===== src/rtl/crc37_pkg.sv =====
package crc37_pkg;

    typedef enum logic [2:0] {
        ST_IDLE,
        ST_PICK,
        ST_WAIT,
        ST_SHIFT,
        ST_FINISH
    } crc37_state_e;

    localparam logic [31:0] CASTAGNOLI_REFL = 32'h82F6_3B78;

endpackage


===== src/rtl/crc37_fold.sv =====
// Folds up to STEP bits into the CRC, least-significant first.
module crc37_fold #(
    parameter int          CRC_W = 32,
    parameter int          STEP  = 4,
    parameter logic [CRC_W-1:0] POLY = crc37_pkg::CASTAGNOLI_REFL,
    localparam int         NB_W  = $clog2(STEP + 1)
) (
    input  logic [CRC_W-1:0] crc_in,
    input  logic [STEP-1:0]  din,
    input  logic [NB_W-1:0]  nbits,
    output logic [CRC_W-1:0] crc_nxt
);

    logic [CRC_W-1:0] chain [STEP+1];

    assign chain[0] = crc_in;

    for (genvar i = 0; i < STEP; i++) begin : g_bit
        logic use_bit;
        logic fb;
        assign use_bit = (nbits > NB_W'(i));
        assign fb      = chain[i][0] ^ din[i];
        assign chain[i+1] = !use_bit ? chain[i]
                          : ((chain[i] >> 1) ^ (fb ? POLY : '0));
    end

    assign crc_nxt = chain[STEP];

endmodule


===== src/rtl/crc37_unit.sv =====
// Holds the unit being folded, the bits still to fold, and the CRC register.
module crc37_unit #(
    parameter int DATA_W = 32,
    parameter int TAG_W  = 5,
    parameter int CRC_W  = 32,
    parameter int STEP   = 4,
    parameter logic [CRC_W-1:0] POLY = crc37_pkg::CASTAGNOLI_REFL,
    localparam int UNIT_W = DATA_W + TAG_W,
    localparam int RW     = $clog2(UNIT_W + 1),
    localparam int NB_W   = $clog2(STEP + 1)
) (
    input  logic              clk,
    input  logic              rst_n,
    input  logic              clear,
    input  logic              load,
    input  logic [DATA_W-1:0] load_data,
    input  logic [TAG_W-1:0]  load_tag,
    input  logic              shift_en,
    output logic              last,
    output logic [CRC_W-1:0]  crc_q
);

    logic [UNIT_W-1:0] sh_q;
    logic [RW-1:0]     rem_q;
    logic [NB_W-1:0]   take;
    logic [STEP-1:0]   din;
    logic [CRC_W-1:0]  crc_nxt;

    for (genvar i = 0; i < STEP; i++) begin : g_din
        if (i < UNIT_W) begin : g_in
            assign din[i] = sh_q[i];
        end else begin : g_pad
            assign din[i] = 1'b0;
        end
    end

    always_comb begin
        if (rem_q > RW'(STEP)) begin
            take = NB_W'(STEP);
        end else begin
            take = NB_W'(rem_q);
        end
    end

    assign last = (rem_q <= RW'(STEP));

    crc37_fold #(
        .CRC_W (CRC_W),
        .STEP  (STEP),
        .POLY  (POLY)
    ) u_fold (
        .crc_in  (crc_q),
        .din     (din),
        .nbits   (take),
        .crc_nxt (crc_nxt)
    );

    always_ff @(posedge clk or negedge rst_n) begin
        if (!rst_n) begin
            sh_q  <= '0;
            rem_q <= '0;
            crc_q <= '0;
        end else begin
            if (clear) begin
                crc_q <= '0;
            end else if (shift_en) begin
                crc_q <= crc_nxt;
            end
            if (load) begin
                sh_q  <= {load_tag, load_data};
                rem_q <= RW'(UNIT_W);
            end else if (shift_en) begin
                sh_q  <= sh_q >> STEP;
                rem_q <= rem_q - RW'(take);
            end
        end
    end

endmodule


===== src/rtl/crc37_sched.sv =====
// Counts the filler units and words still to go, and forms their tags.
module crc37_sched #(
    parameter int CNT_W = 8,
    parameter int TAG_W = 5
) (
    input  logic             clk,
    input  logic             rst_n,
    input  logic             arm,
    input  logic [CNT_W-1:0] cnt_in,
    input  logic [CNT_W-1:0] pad_in,
    input  logic             pad_take,
    input  logic             word_take,
    output logic             have_pad,
    output logic             have_word,
    output logic [TAG_W-1:0] pad_tag,
    output logic [TAG_W-1:0] word_tag,
    output logic [CNT_W-1:0] word_left
);

    logic [CNT_W-1:0] pad_left_q;
    logic [CNT_W-1:0] word_left_q;
    logic [CNT_W-1:0] word_total_q;

    always_ff @(posedge clk or negedge rst_n) begin
        if (!rst_n) begin
            pad_left_q   <= '0;
            word_left_q  <= '0;
            word_total_q <= '0;
        end else if (arm) begin
            pad_left_q   <= pad_in;
            word_left_q  <= cnt_in;
            word_total_q <= cnt_in;
        end else begin
            if (pad_take) begin
                pad_left_q <= pad_left_q - 1'b1;
            end
            if (word_take) begin
                word_left_q <= word_left_q - 1'b1;
            end
        end
    end

    assign have_pad  = (pad_left_q != '0);
    assign have_word = (word_left_q != '0);
    // Low tag bits of a sum equal the sum of the low bits, modulo 2^TAG_W.
    assign pad_tag   = TAG_W'(pad_left_q) + TAG_W'(word_total_q);
    assign word_tag  = TAG_W'(word_left_q);
    assign word_left = word_left_q;

endmodule


===== src/rtl/crc37_engine.sv =====
module crc37_engine #(
    parameter int DATA_W    = 32,
    parameter int TAG_W     = 5,
    parameter int CRC_W     = 32,
    parameter int CNT_W     = 8,
    parameter int STEP_BITS = 4,
    parameter logic [CRC_W-1:0] POLY = crc37_pkg::CASTAGNOLI_REFL
) (
    input  logic              clk,
    input  logic              rst_n,
    input  logic              start,
    input  logic [CNT_W-1:0]  word_cnt,
    input  logic [CNT_W-1:0]  pad_cnt,
    output logic              busy,
    output logic              word_req,
    output logic [CNT_W-1:0]  word_idx,
    input  logic              word_vld,
    input  logic [DATA_W-1:0] word_data,
    output logic              done,
    output logic [CRC_W-1:0]  crc_out
);

    import crc37_pkg::*;

    crc37_state_e state_q, state_d;

    logic             arm;
    logic             load_pad;
    logic             load_word;
    logic             shift_en;
    logic             unit_last;
    logic             have_pad;
    logic             have_word;
    logic [TAG_W-1:0] pad_tag;
    logic [TAG_W-1:0] word_tag;
    logic [CNT_W-1:0] word_left;
    logic [DATA_W-1:0] unit_data;
    logic [TAG_W-1:0]  unit_tag;

    // State register
    always_ff @(posedge clk or negedge rst_n) begin
        if (!rst_n) begin
            state_q <= ST_IDLE;
        end else begin
            state_q <= state_d;
        end
    end

    // Transitions
    always_comb begin
        state_d = state_q;
        unique case (state_q)
            ST_IDLE:   if (start) state_d = ST_PICK;
            ST_PICK: begin
                if (have_pad) begin
                    state_d = ST_SHIFT;
                end else if (have_word) begin
                    state_d = ST_WAIT;
                end else begin
                    state_d = ST_FINISH;
                end
            end
            ST_WAIT:   if (word_vld) state_d = ST_SHIFT;
            ST_SHIFT:  if (unit_last) state_d = ST_PICK;
            ST_FINISH: state_d = ST_IDLE;
            default:   state_d = ST_IDLE;
        endcase
    end

    // Outputs and datapath controls
    always_comb begin
        arm       = 1'b0;
        load_pad  = 1'b0;
        load_word = 1'b0;
        shift_en  = 1'b0;
        busy      = 1'b1;
        word_req  = 1'b0;
        done      = 1'b0;
        unique case (state_q)
            ST_IDLE: begin
                busy = 1'b0;
                arm  = start;
            end
            ST_PICK:   load_pad  = have_pad;
            ST_WAIT: begin
                word_req  = 1'b1;
                load_word = word_vld;
            end
            ST_SHIFT:  shift_en = 1'b1;
            ST_FINISH: done = 1'b1;
            default:   busy = 1'b0;
        endcase
    end

    assign word_idx  = word_req ? word_left : '0;
    assign unit_data = load_word ? word_data : '0;
    assign unit_tag  = load_word ? word_tag : pad_tag;

    crc37_sched #(
        .CNT_W (CNT_W),
        .TAG_W (TAG_W)
    ) u_sched (
        .clk       (clk),
        .rst_n     (rst_n),
        .arm       (arm),
        .cnt_in    (word_cnt),
        .pad_in    (pad_cnt),
        .pad_take  (load_pad),
        .word_take (load_word),
        .have_pad  (have_pad),
        .have_word (have_word),
        .pad_tag   (pad_tag),
        .word_tag  (word_tag),
        .word_left (word_left)
    );

    crc37_unit #(
        .DATA_W (DATA_W),
        .TAG_W  (TAG_W),
        .CRC_W  (CRC_W),
        .STEP   (STEP_BITS),
        .POLY   (POLY)
    ) u_unit (
        .clk       (clk),
        .rst_n     (rst_n),
        .clear     (arm),
        .load      (load_pad | load_word),
        .load_data (unit_data),
        .load_tag  (unit_tag),
        .shift_en  (shift_en),
        .last      (unit_last),
        .crc_q     (crc_out)
    );

endmodule


===== config.mk =====
export PLATFORM = sky130hd
export DESIGN_NAME = crc37_engine
export DESIGN_NICKNAME = d
export VERILOG_FILES = /design/src/rtl/crc37_pkg.sv /design/src/rtl/crc37_fold.sv /design/src/rtl/crc37_unit.sv /design/src/rtl/crc37_sched.sv /design/src/rtl/crc37_engine.sv
export SDC_FILE = /design/constraint.sdc
export NUM_CORES = 1
export LEC_CHECK = 0
export ABC_AREA = 1
export BUFFER_PORTS_ARGS = -buffer_cell sky130_fd_sc_hd__buf_2
export CORE_ASPECT_RATIO = 0.9
export CORE_MARGIN = 3
export CORE_UTILIZATION = 54
export DETAILED_ROUTE_END_ITERATION = 10
export PLACE_DENSITY = 0.79
export RECOVER_POWER = 100
export SYNTH_ARGS = -nofsm -noshare
export SYNTH_HDL_FRONTEND = slang
export SYNTH_HIERARCHICAL = 1
export SYNTH_SLANG_ARGS = --single-unit

===== constraint.sdc =====
create_clock -name clk -period 2.5 [get_ports clk]
set_clock_uncertainty 0.1 [all_clocks]
set_input_delay 0.25 -clock clk [delete_from_list [all_inputs] [get_ports clk]]
set_output_delay 0.25 -clock clk [all_outputs]
set_load 0.02 [all_outputs]

---- Word-level counts from Yosys, hierarchy flattened ----
Cells that the tools add are included.
cells by class
  add/subtract/negate cells ............... 4
  $lt $le $gt $ge ......................... 6
  equality and inequality tests ........... 7
  mux-type cells .......................... 35
  bitwise operators ....................... 9
  reduce and logical (&&, ||, !) cells .... 9
operator list
  operator                                                                          number
  32-bit two-way mux                                                                11
  31-bit by 32-bit bitwise XOR with 32-bit output                                   4
  37-bit two-way mux                                                                2
  8-bit two-way mux                                                                 5
  3-bit two-way mux                                                                 6
  8-bit nonzero test                                                                2
  8-bit by 1-bit subtractor with 8-bit output, second input constant                2
  6-bit two-way mux                                                                 2
  3-bit one-hot mux with 4 select lines                                             1
  2-bit nonzero test                                                                4
  1-bit two-way mux                                                                 7
  3-bit by 2-bit equality test with 1-bit output, second input constant             2
  3-bit by 1-bit > comparator with 1-bit output, second input constant              2
  3-bit by 2-bit > comparator with 1-bit output, second input constant              2
  6-bit by 3-bit > comparator with 1-bit output, second input constant              1
  6-bit by 3-bit less-or-equal comparator with 1-bit output, second input constant  1
  6-bit by 3-bit subtractor with 6-bit output                                       1
  5-bit adder                                                                       1
  5-bit two-way mux                                                                 1
  2-bit != test, second input constant                                              2
  4-bit OR reduction                                                                1
  1-bit bitwise XOR                                                                 4
  3-bit by 1-bit equality test with 1-bit output, second input constant             1
  3-bit equality test, second input constant                                        1
  other kinds (4)                                                                   4
word-level totals
  bits in registers ....................... 99
  input bits .............................. 52

---- Logic depth before layout (Yosys ltp) ----
Gate-level depths: netlist of run 1.
  depth after elaboration ................. 18
  gate-level depth with buffers ........... 24
  depth with buffers taken out ............ 22

---- By module ----
The synthesis of run 1 kept the hierarchy.
by module, submodules not included
  module        times used  cells each  area each (um^2)  seq. area each (um^2)
  crc37_unit    1           355         3382.0            1876.8
  crc37_fold    1           528         2441.1            0.0
  crc37_sched   1           184         1442.6            525.5
  crc37_engine  1           137         799.5             75.1

---- Worst setup path after synthesis of run 1 ----
Ideal clock, no wire load.
  path kind ............................... register to register
  start point ............................. register u_unit.rem_q[3]
  end point ............................... register u_unit.crc_q[6]
  arrival ................................. 2.482 ns
  required time ........................... 2.282 ns
  setup slack ............................. -0.200 ns
  stages on the path, launching flop included .. 21
  path buffers ............................ 2
  cell sequence ........................... dfrtp_1 > nor2_1 > nand2_1 > inv_1 > nand2_1 > nor2_1 > buf_2 > inv_2 > nand2_2 > nand2_1 > nand3_1 > nand2_2 > buf_6 > nand2_1 > nand2_1 > nand2_1 > nand3_1 > nand3_1 > o211ai_1 > nand3_1 > nand2_1
between the ends
  cells in the longest elaborated chain, start to end .. 14
  elaborated cells on any way between the ends .. 21
ends and longest elaborated chain
  item                                                                                  line                                source
  start: declaration                                                                    crc37_unit.sv:24                    logic [RW-1:0] rem_q;
  start signal: assignment                                                              crc37_unit.sv:71                    rem_q <= RW'(UNIT_W);
  start signal: assignment                                                              crc37_unit.sv:74                    rem_q <= rem_q - RW'(take);
  6-bit by 3-bit > comparator with 1-bit output *                                       crc37_unit.sv:38                    if (rem_q > RW'(STEP)) begin
  3-bit two-way mux *                                                                   crc37_unit.sv:38
  via u_unit.take[2]                                                                    crc37_unit.sv:25                    logic [NB_W-1:0] take;
  3-bit by 1-bit > comparator with 1-bit output                                         crc37_fold.sv:21                    assign use_bit = (nbits > NB_W'(i));
  32-bit two-way mux                                                                    crc37_fold.sv:23                    assign chain[i+1] = !use_bit ? chain[i]
  1-bit bitwise XOR or 31-bit by 32-bit bitwise XOR with 32-bit output (tied branches)  crc37_fold.sv:22, crc37_fold.sv:24
  32-bit two-way mux (on tied branches)                                                 crc37_fold.sv:24, crc37_fold.sv:23
  31-bit by 32-bit bitwise XOR with 32-bit output                                       crc37_fold.sv:24                    : ((chain[i] >> 1) ^ (fb ? POLY : '0));
  32-bit two-way mux                                                                    crc37_fold.sv:23
  31-bit by 32-bit bitwise XOR with 32-bit output or 1-bit bitwise XOR (tied branches)  crc37_fold.sv:24, crc37_fold.sv:22
  32-bit two-way mux (on tied branches)                                                 crc37_fold.sv:23, crc37_fold.sv:24
  31-bit by 32-bit bitwise XOR with 32-bit output                                       crc37_fold.sv:24
  32-bit two-way mux *                                                                  crc37_fold.sv:23
  via u_unit.crc_nxt[6]                                                                 crc37_unit.sv:27                    logic [CRC_W-1:0] crc_nxt;
  32-bit two-way mux *                                                                  crc37_unit.sv:66                    end else if (shift_en) begin
  32-bit two-way mux *                                                                  crc37_unit.sv:64                    if (clear) begin
  end signal: assignment                                                                crc37_unit.sv:67                    crc_q <= crc_nxt;
  end: declaration                                                                      crc37_unit.sv:20                    output logic [CRC_W-1:0] crc_q
The timed path passes the listed nets; every way through them passes the cells marked *. The select of a mux whose other input is x is not followed.
A chain may end at the register's enable or synchronous reset.

---- Final worst setup path of run 1 ----
  start point ............................. register u_unit.rem_q[3]
  end point ............................... register u_unit.crc_q[8]
between the ends
  cells in the longest elaborated chain, start to end .. 14
  elaborated cells on any way between the ends .. 21
ends and longest elaborated chain
  item                                                                                  line
  6-bit by 3-bit > comparator with 1-bit output *                                       crc37_unit.sv:38
  3-bit two-way mux *                                                                   crc37_unit.sv:38
  via u_unit.take[2]                                                                    crc37_unit.sv:25
  3-bit by 1-bit > comparator with 1-bit output                                         crc37_fold.sv:21
  32-bit two-way mux                                                                    crc37_fold.sv:23
  31-bit by 32-bit bitwise XOR with 32-bit output                                       crc37_fold.sv:24
  32-bit two-way mux                                                                    crc37_fold.sv:23
  1-bit bitwise XOR or 31-bit by 32-bit bitwise XOR with 32-bit output (tied branches)  crc37_fold.sv:22, crc37_fold.sv:24
  32-bit two-way mux (on tied branches)                                                 crc37_fold.sv:24, crc37_fold.sv:23
  31-bit by 32-bit bitwise XOR with 32-bit output or 1-bit bitwise XOR (tied branches)  crc37_fold.sv:24, crc37_fold.sv:22
  32-bit two-way mux (on tied branches)                                                 crc37_fold.sv:23, crc37_fold.sv:24
  31-bit by 32-bit bitwise XOR with 32-bit output                                       crc37_fold.sv:24
  32-bit two-way mux *                                                                  crc37_fold.sv:23
  via u_unit.crc_nxt[8]                                                                 crc37_unit.sv:27
  32-bit two-way mux *                                                                  crc37_unit.sv:66
  32-bit two-way mux *                                                                  crc37_unit.sv:64
Marked as above.

==> flow_summary.toml, run 1 <==
[status]
run_status = "finished, violations left"
violations = "setup timing"

[sta]
finalSetupViolations = 31
max_slew_margin_pct = 35.68
timing.fmax_mhz = 358.5
max_slew.worst_pin.slew_ns = 0.9648
worst_hold_slack_ns = 0.01030
timing.final.hold_violations = 0
finalCritPeriodShare_pct = 111.6
unrepaired_setup_endpoints_after_global_routing = "yes"
finalWorstPathRequiredPeriod_ns = 2.789
final_critical_path_setup_slack_ns = -0.2895
timing_max_transition_violations_final = 0

[synth]
ys.flop_type = "dfrtp_1"
synthesis.nets = 1267
ys_seq_area_share_pct = 30.72
synthDominantCellAreaShare_pct = 30.72
synth.area.top_cells = "dfrtp_1 31%, nand2_1 18%, nand3_1 10%"
synth_cell_types = 50
postSynthAreaPerCell_um2 = 6.699
synth_common_cells = "393 x nand2_1, 165 x nand3_1, 156 x inv_1"
yosys.area.top_type = "dfrtp_1"
syn-cell-area_um2 = 8065
async_flop_share_pct = 100.0
synth-warning-count = 6
number_of_flip_flops_and_latches_in_the_synthesized_netlist = 99
synth_most_common_cell = "nand2_1"
syn_inst = 1204
post_synth_edffs = 0

[drt]
postRouteWirelength_mm = 25.57
drt_pre_antenna_iters = 6
remaining_drc_errors = 0
drtAntennaViolNets = 0
num_vias = 8919
avgRoutedWirePerCell_um = 16.47
via_per_inst = 5.743
drt_iter0_drc = 1228

[die]
chipHeight_um = 121.9
die_area_um2 = 16440
placement_rows = 41
core_um2 = 14310
start_util_pct = 56.35
dieWidth_um = 134.8
top_level_ports = 95

[power]
areal_power_density_over_the_cells_nw_per_um2 = 1615
finalPower_mw = 16.11
power.ir.vdd_worst_uv = 697.5
p_leak_nw = 5.134

[critical_path]
timing.critical_path.mode_cell = "nand2_1"
critPathArrivalTime_ns = 2.95
cp_slowest_cell = "dfrtp_1"
critical_path_buf_inv_count = 5
crit-reg2reg-launch = "u_unit/rem_q[3]"
endpoint_of_the_lowest_slack_register_to_register_path = "u_unit/crc_q[8]"
crit_path_max_fanout = 6
worst_path_largest_cell_delay_ns = 0.40
critical_path.startpoint_type = "flip-flop"
worst_r2r_path_depth = 24
path_cells = "nor2_2 -> nand2_2 -> inv_2 -> nand2_4 -> buf_6 -> nor2_4 -> inv_4 -> nand2_8 -> nand2_4 -> nand3_4 -> nand2_4 -> nand2_2 -> nand2_4 -> buf_6 -> nand2_1 -> nand2_1 -> nand2_2 -> nand2_1 -> nand2_1 -> nand2_1 -> inv_1 -> nand2_1 -> nand3_1 -> nand2_1"
crit_start = "u_unit/rem_q[3]"
regToRegSetupSlack_ns = -0.29
worst-endpoint-required_ns = 2.66
crit_end_category = "flip-flop"
critical_path_class = "reg -> reg"
cp_top_family = "simple AND/OR/NAND/NOR gates"

[placed_design]
finalWeightedCongestion = 1.016
dpl-instance-area_um2 = 9155
detailed_place_hpwl_mm = 16.50
pre_cts_slack_ns = -0.2131
portBuffers = 94

[clocking]
max-clock-path-buffers = 2
clk_pin_slew_ns = 0.08
number_of_buffers_created_by_cts = 9
cts_htree_levels = 3
cts_tree = "built"
worst_skew_pair.late_latency_ns = 0.36
cts.root.buffer_cell = "clkbuf_16"
clock-sinks = 99

[hold_path]
worst_hold_path.endpoint = "u_sched/word_total_q[4]"
worst_hold_path.num_cells = 3
hold_start = "word_cnt[4]"
class_of_the_most_critical_hold_timing_path = "in -> reg"

[finish]
finalInstanceArea_um2 = 9975
final_util_pct = 69.69
final_layout_size_suffix_gt1_share_pct = 22.72
antennaDiodeCount = 0
area_growth_pct = 23.67
finish.net_count = 1418

[global_route]
grt_antenna_before_repair = 0
overflow = 0
grt_pass1_vias = 7899
grt_first_pass_wirelength_mm = 38.92
grt_start_max_net_pins = 49
grt.total_usage_pct = 29.32

[run]
cap_viol_max_count = 0
flip-flops by register name, indices dropped and copies added, names as in the netlist:
signal / cells
u_sched/word_left: 8
state_q: 3
u_unit/sh_q: 37
u_sched/pad_left_q: 8
u_unit/rem_q: 6
u_sched/word_total_q: 5
u_unit/crc_q: 32
routing by layer:
layer | up-vias | part of all wire [%] | GRT usage, %
li1 | 4188 | - | -
met2 | 555 | 45 | 46.63
met1 | 4078 | 41 | 40.82
met4 | 0 | 2.9 | 8.270
met3 | 98 | 11 | 6.028
met5 | - | 0 | 0
logic make-up after synthesis:
logic type	Yosys count	synth area share [%]
AOI/OAI and AO/OA	153	13.26
xor gates and xnor gates	13	1.412
adders and majority gates	11	1.800
buffers and inverters	229	12.95
DFF	99	30.72
muxes	1	0.1241
other	2	0.09312
and+or+nand+nor	696	39.64
area by class of cell:
| cell class | count | area [um^2] |
|---|---|---|
| multi-input cells | 876 | 4846 |
| clock buffers | 10 | 239.0 |
| inverters | 167 | 646.9 |
| flip-flops and latches | 99 | 2477 |
| well taps | 193 | 241.5 |
| clock inverters | 6 | 70.07 |
| fillers | 1183 | 4338 |
| repair buffers | 202 | 1454 |
placed cells by master (no fill, tap or decap), types with 16 or more instances in the layout:
cell	netlist	layout
buf_6	9	16
o21ai_0	45	28
a21oi_1	27	24
dfrtp_1	99	99
nand4_1	16	16
nand3_1	165	148
o21ai_1	9	20
nand2_1	393	378
o211ai_1	16	21
o221ai_2	14	16
buf_2	20	53
buf_4	9	72
nor2_4	28	32
nor2_1	63	60
inv_1	156	155
nand3_2	5	19
clkbuf_1	21	38
repair_timing:
action	4_1_cts	5_1_grt
hold buffers	1	0
gates resized for setup	58	63
endpoints found under the setup margin	27	34
setup buffers	13	7
gates cloned	0	2
hold endpoints to repair	33	0
pin swaps	20	10
where the power goes:
| part | switching (mW) | total (mW) | internal, mW |
|---|---|---|---|
| clock network | 0.682 | 1.50 | 0.816 |
| logic | 7.24 | 11.6 | 4.32 |
| registers | 0.712 | 3.06 | 2.35 |
per-stage QoR:
step,instances,TNS (ns)
after global placement,1514,-2.091
after global routing,1553,-11.74
final,1553,-5.865
after detailed placement,1514,-4.019
after CTS,1544,-0.2943
after floorplan,1204,0
tightest hold or removal path: stages:
cell	delay, ns
buf_2	0.07
nand2_1	0.06
nand2_1	0.06
worst max-delay path by stage:
stage                  endpoint  slack, ns  cells after the start
5_1_grt         u_unit/crc_q[8]      -0.47                     25
4_1_cts         u_unit/crc_q[8]      -0.04                     25
6_report        u_unit/crc_q[8]      -0.29                     24
3_5_place_dp   u_unit/crc_q[24]      -0.21                     21
2_1_floorplan   u_unit/crc_q[4]      0.001                     20
3_3_place_gp   u_unit/crc_q[13]      -0.18                     19
Power figures use the tool's default switching activity.
==> run 2: changes to the inputs <==
--- a/config.mk
+++ b/config.mk
@@ -9,5 +9,4 @@
 export BUFFER_PORTS_ARGS = -buffer_cell sky130_fd_sc_hd__buf_2
 export CORE_ASPECT_RATIO = 0.9
-export CORE_MARGIN = 3
 export CORE_UTILIZATION = 54
 export DETAILED_ROUTE_END_ITERATION = 10
==> constraint.sdc (replaced) <==
create_clock -name clk -period 2.5 [get_ports clk]
set_clock_uncertainty 0.1 [all_clocks]
set_input_delay 0.125 -clock clk [delete_from_list [all_inputs] [get_ports clk]]
set_output_delay 0.125 -clock clk [all_outputs]
set_load 0.02 [all_outputs]
==> run 2 against run 1 <==
Compared with the run above: the run still ends with setup timing left; power increased by 2.0%; sequential cell count unchanged; critical path depth decreased by 3; worst hold slack improved by 0.0067 ns; die area decreased by 6.2%; cell count increased by 0.90%; critical endpoint is now u_unit/crc_q[17]; core utilization increased by 1.5 points.
==> flow_summary.toml, run 2 (synthesis results as in run 1) <==
[clocking]
cts.root.buffer_cell = "clkbuf_16"
cts_htree_levels = 3
max-clock-path-buffers = 2
clock-sinks = 99
clk_pin_slew_ns = 0.07
worst_skew_pair.late_latency_ns = 0.36
cts_tree = "built"
number_of_buffers_created_by_cts = 9

[critical_path]
timing.critical_path.mode_cell = "nand2_1"
worst_path_largest_cell_delay_ns = 0.39
path_cells = "nor2_2 -> nand2_2 -> inv_2 -> nand2_4 -> nor2_4 -> nand2_8 -> buf_4 -> o21ai_0 -> inv_1 -> nand2_1 -> nand2_1 -> nand2_1 -> nand2_1 -> nand2_1 -> nand2_1 -> nand2_1 -> nand2_1 -> inv_1 -> nand2_1 -> nand3_1 -> nand2_1"
cp_slowest_cell = "dfrtp_1"
crit_start = "u_unit/rem_q[3]"
critical_path_class = "reg -> reg"
critPathArrivalTime_ns = 3.04
critical_path.startpoint_type = "flip-flop"
critical_path_buf_inv_count = 4
worst-endpoint-required_ns = 2.65
crit_path_max_fanout = 7
crit_end_category = "flip-flop"
cp_top_family = "simple AND/OR/NAND/NOR gates"
crit-reg2reg-launch = "u_unit/rem_q[3]"

[finish]
most_frequent_cells_in_the_layout = "369 x nand2_1, 154 x inv_1, 142 x nand3_1, 99 x dfrtp_1, 75 x buf_4"
final_layout_size_suffix_gt1_share_pct = 23.94
count_of_fill_cells_added_during_filler_insertion = 1104
antennaDiodeCount = 0
reg.largest.list = "u_unit/sh_q x37, u_unit/crc_q x32"
number_of_flip_flops_in_the_largest_register = 37
largest_register = "u_unit/sh_q"
final_common_cell = "nand2_1"
area_growth_pct = 26.30
finish.net_count = 1432

[global_route]
grt_start_max_net_pins = 77
grt_antenna_before_repair = 0
overflow = 0
grt_first_pass_wirelength_mm = 40.17
grt.total_usage_pct = 32.84
grt_pass1_vias = 8151

[sta]
timing_max_transition_violations_final = 0
finalSetupViolations = 30
unrepaired_setup_endpoints_after_global_routing = "yes"
timing.fmax_mhz = 345.7
final_critical_path_setup_slack_ns = -0.3927
max_slew_margin_pct = 4.540
timing.final.hold_violations = 0
finalCritPeriodShare_pct = 115.7
setup_total_negative_slack_ns = -6.374
max_slew.worst_pin.slew_ns = 1.432
finalWorstPathRequiredPeriod_ns = 2.893
worst_hold_slack_ns = 0.01697

[placed_design]
detailed_place_hpwl_mm = 15.82
finalWeightedCongestion = 0.9846
portBuffers = 94

[drt]
remaining_drc_errors = 0
drt_pre_antenna_iters = 8
postRouteWirelength_mm = 26.86
drtAntennaViolNets = 0
via_per_inst = 5.863
num_vias = 9188
avgRoutedWirePerCell_um = 17.14
drt_iter0_drc = 1248

[status]
run_status = "finished, violations left"
violations = "setup timing"

[die]
start_util_pct = 56.35
chipHeight_um = 117.9
top_level_ports = 95
placement_rows = 41
core_um2 = 14310
die_area_um2 = 15430
dieWidth_um = 130.8

[hold_path]
class_of_the_most_critical_hold_timing_path = "in -> reg"
hold_start = "word_data[31]"

[run]
cap_viol_max_count = 0

[power]
p_leak_nw = 5.184
power.ir.vdd_worst_uv = 710.4
areal_power_density_over_the_cells_nw_per_um2 = 1614
-- run 2: cell types whose count changed in the layout (fill, tap and decap cells not counted), moves of 3 or more --
cell,delta
nand3_2,+6
nand2_2,+7
nand2_1,-9
clkbuf_1,+5
clkbuf_2,-8
buf_4,+3
o21ai_2,+7
o21ai_1,-5
nand3_1,-6
dlygate4sd3_1,+16
-- run 2: worst reg2reg max path: stages (launching register included) --
cell,delay (ns)
dfrtp_1,0.39
nor2_2,0.18
nand2_2,0.09
inv_2,0.09
nand2_4,0.10
nor2_4,0.22
nand2_8,0.10
buf_4,0.18
o21ai_0,0.30
inv_1,0.14
nand2_1,0.11
nand2_1,0.08
nand2_1,0.11
nand2_1,0.08
nand2_1,0.09
nand2_1,0.07
nand2_1,0.07
nand2_1,0.06
inv_1,0.05
nand2_1,0.04
nand3_1,0.07
nand2_1,0.06
-- run 2: path summary, 6_finish.rpt --
| check | cells past startpoint | slack [ns] | end |
|---|---|---|---|
| worst min-delay path | 5 | 0.02 | u_unit/sh_q[31] |
| min in group asynchronous | 2 | 0.52 | u_unit/crc_q[21] |
| worst max-delay path | 21 | -0.39 | u_unit/crc_q[17] |
| worst min register to register | 2 | 0.40 | u_unit/sh_q[8] |
| max in group asynchronous | 3 | 0.41 | u_sched/pad_left_q[3] |
| worst max register to register | 21 | -0.39 | u_unit/crc_q[17] |
-- run 2: layer usage --
layer  up-vias  share of wire, %  track usage, %
met5         -                 0               0
met4         0               4.5           12.14
met3       140                12           7.000
met2       650                45           49.97
met1      4184                39           45.44
li1       4214                 -               -
-- run 2: power by group --
group,switching [mW],internal (mW),leakage [nW]
sequential,0.748,2.35,1.26
clock,0.668,0.788,0.148
combinational,7.52,4.36,3.78
-- run 2: cell type report --
type                            count  area [um^2]  area share [%]
Sequential cell                    99         2477           24.32
Inverter                          167        644.4           6.326
Tap cell                          193        241.5           2.371
Timing Repair Buffer              216         1602           15.72
Clock inverter                      6        70.07          0.6879
Multi-Input combinational cell    876         4922           48.32
Clock buffer                       10        229.0           2.248
-- run 2: timing repair --
action,4_1_cts,5_1_grt
setup buffers,25,10
gates resized for setup,70,69
cloned,1,1
pin swaps,20,35
hold buffers,17,0
endpoints found under the setup margin,29,40
hold endpoints to repair,49,0
-- run 2: stage by stage --
step	instances	worst slack [ns]	total power, mW	instance area [um^2]	util [%]
6_report	1567	-0.3927	16.44	10190	71.17
5_1_grt	1567	-0.4832	17.55	10190	71.17
4_1_cts	1559	-0.04900	15.14	9972	69.67
3_5_place_dp	1500	-0.2262	12.96	9062	63.32
3_3_place_gp	1500	-0.2167	12.77	9062	63.32
2_1_floorplan	1204	0.001215	10.27	8087	-
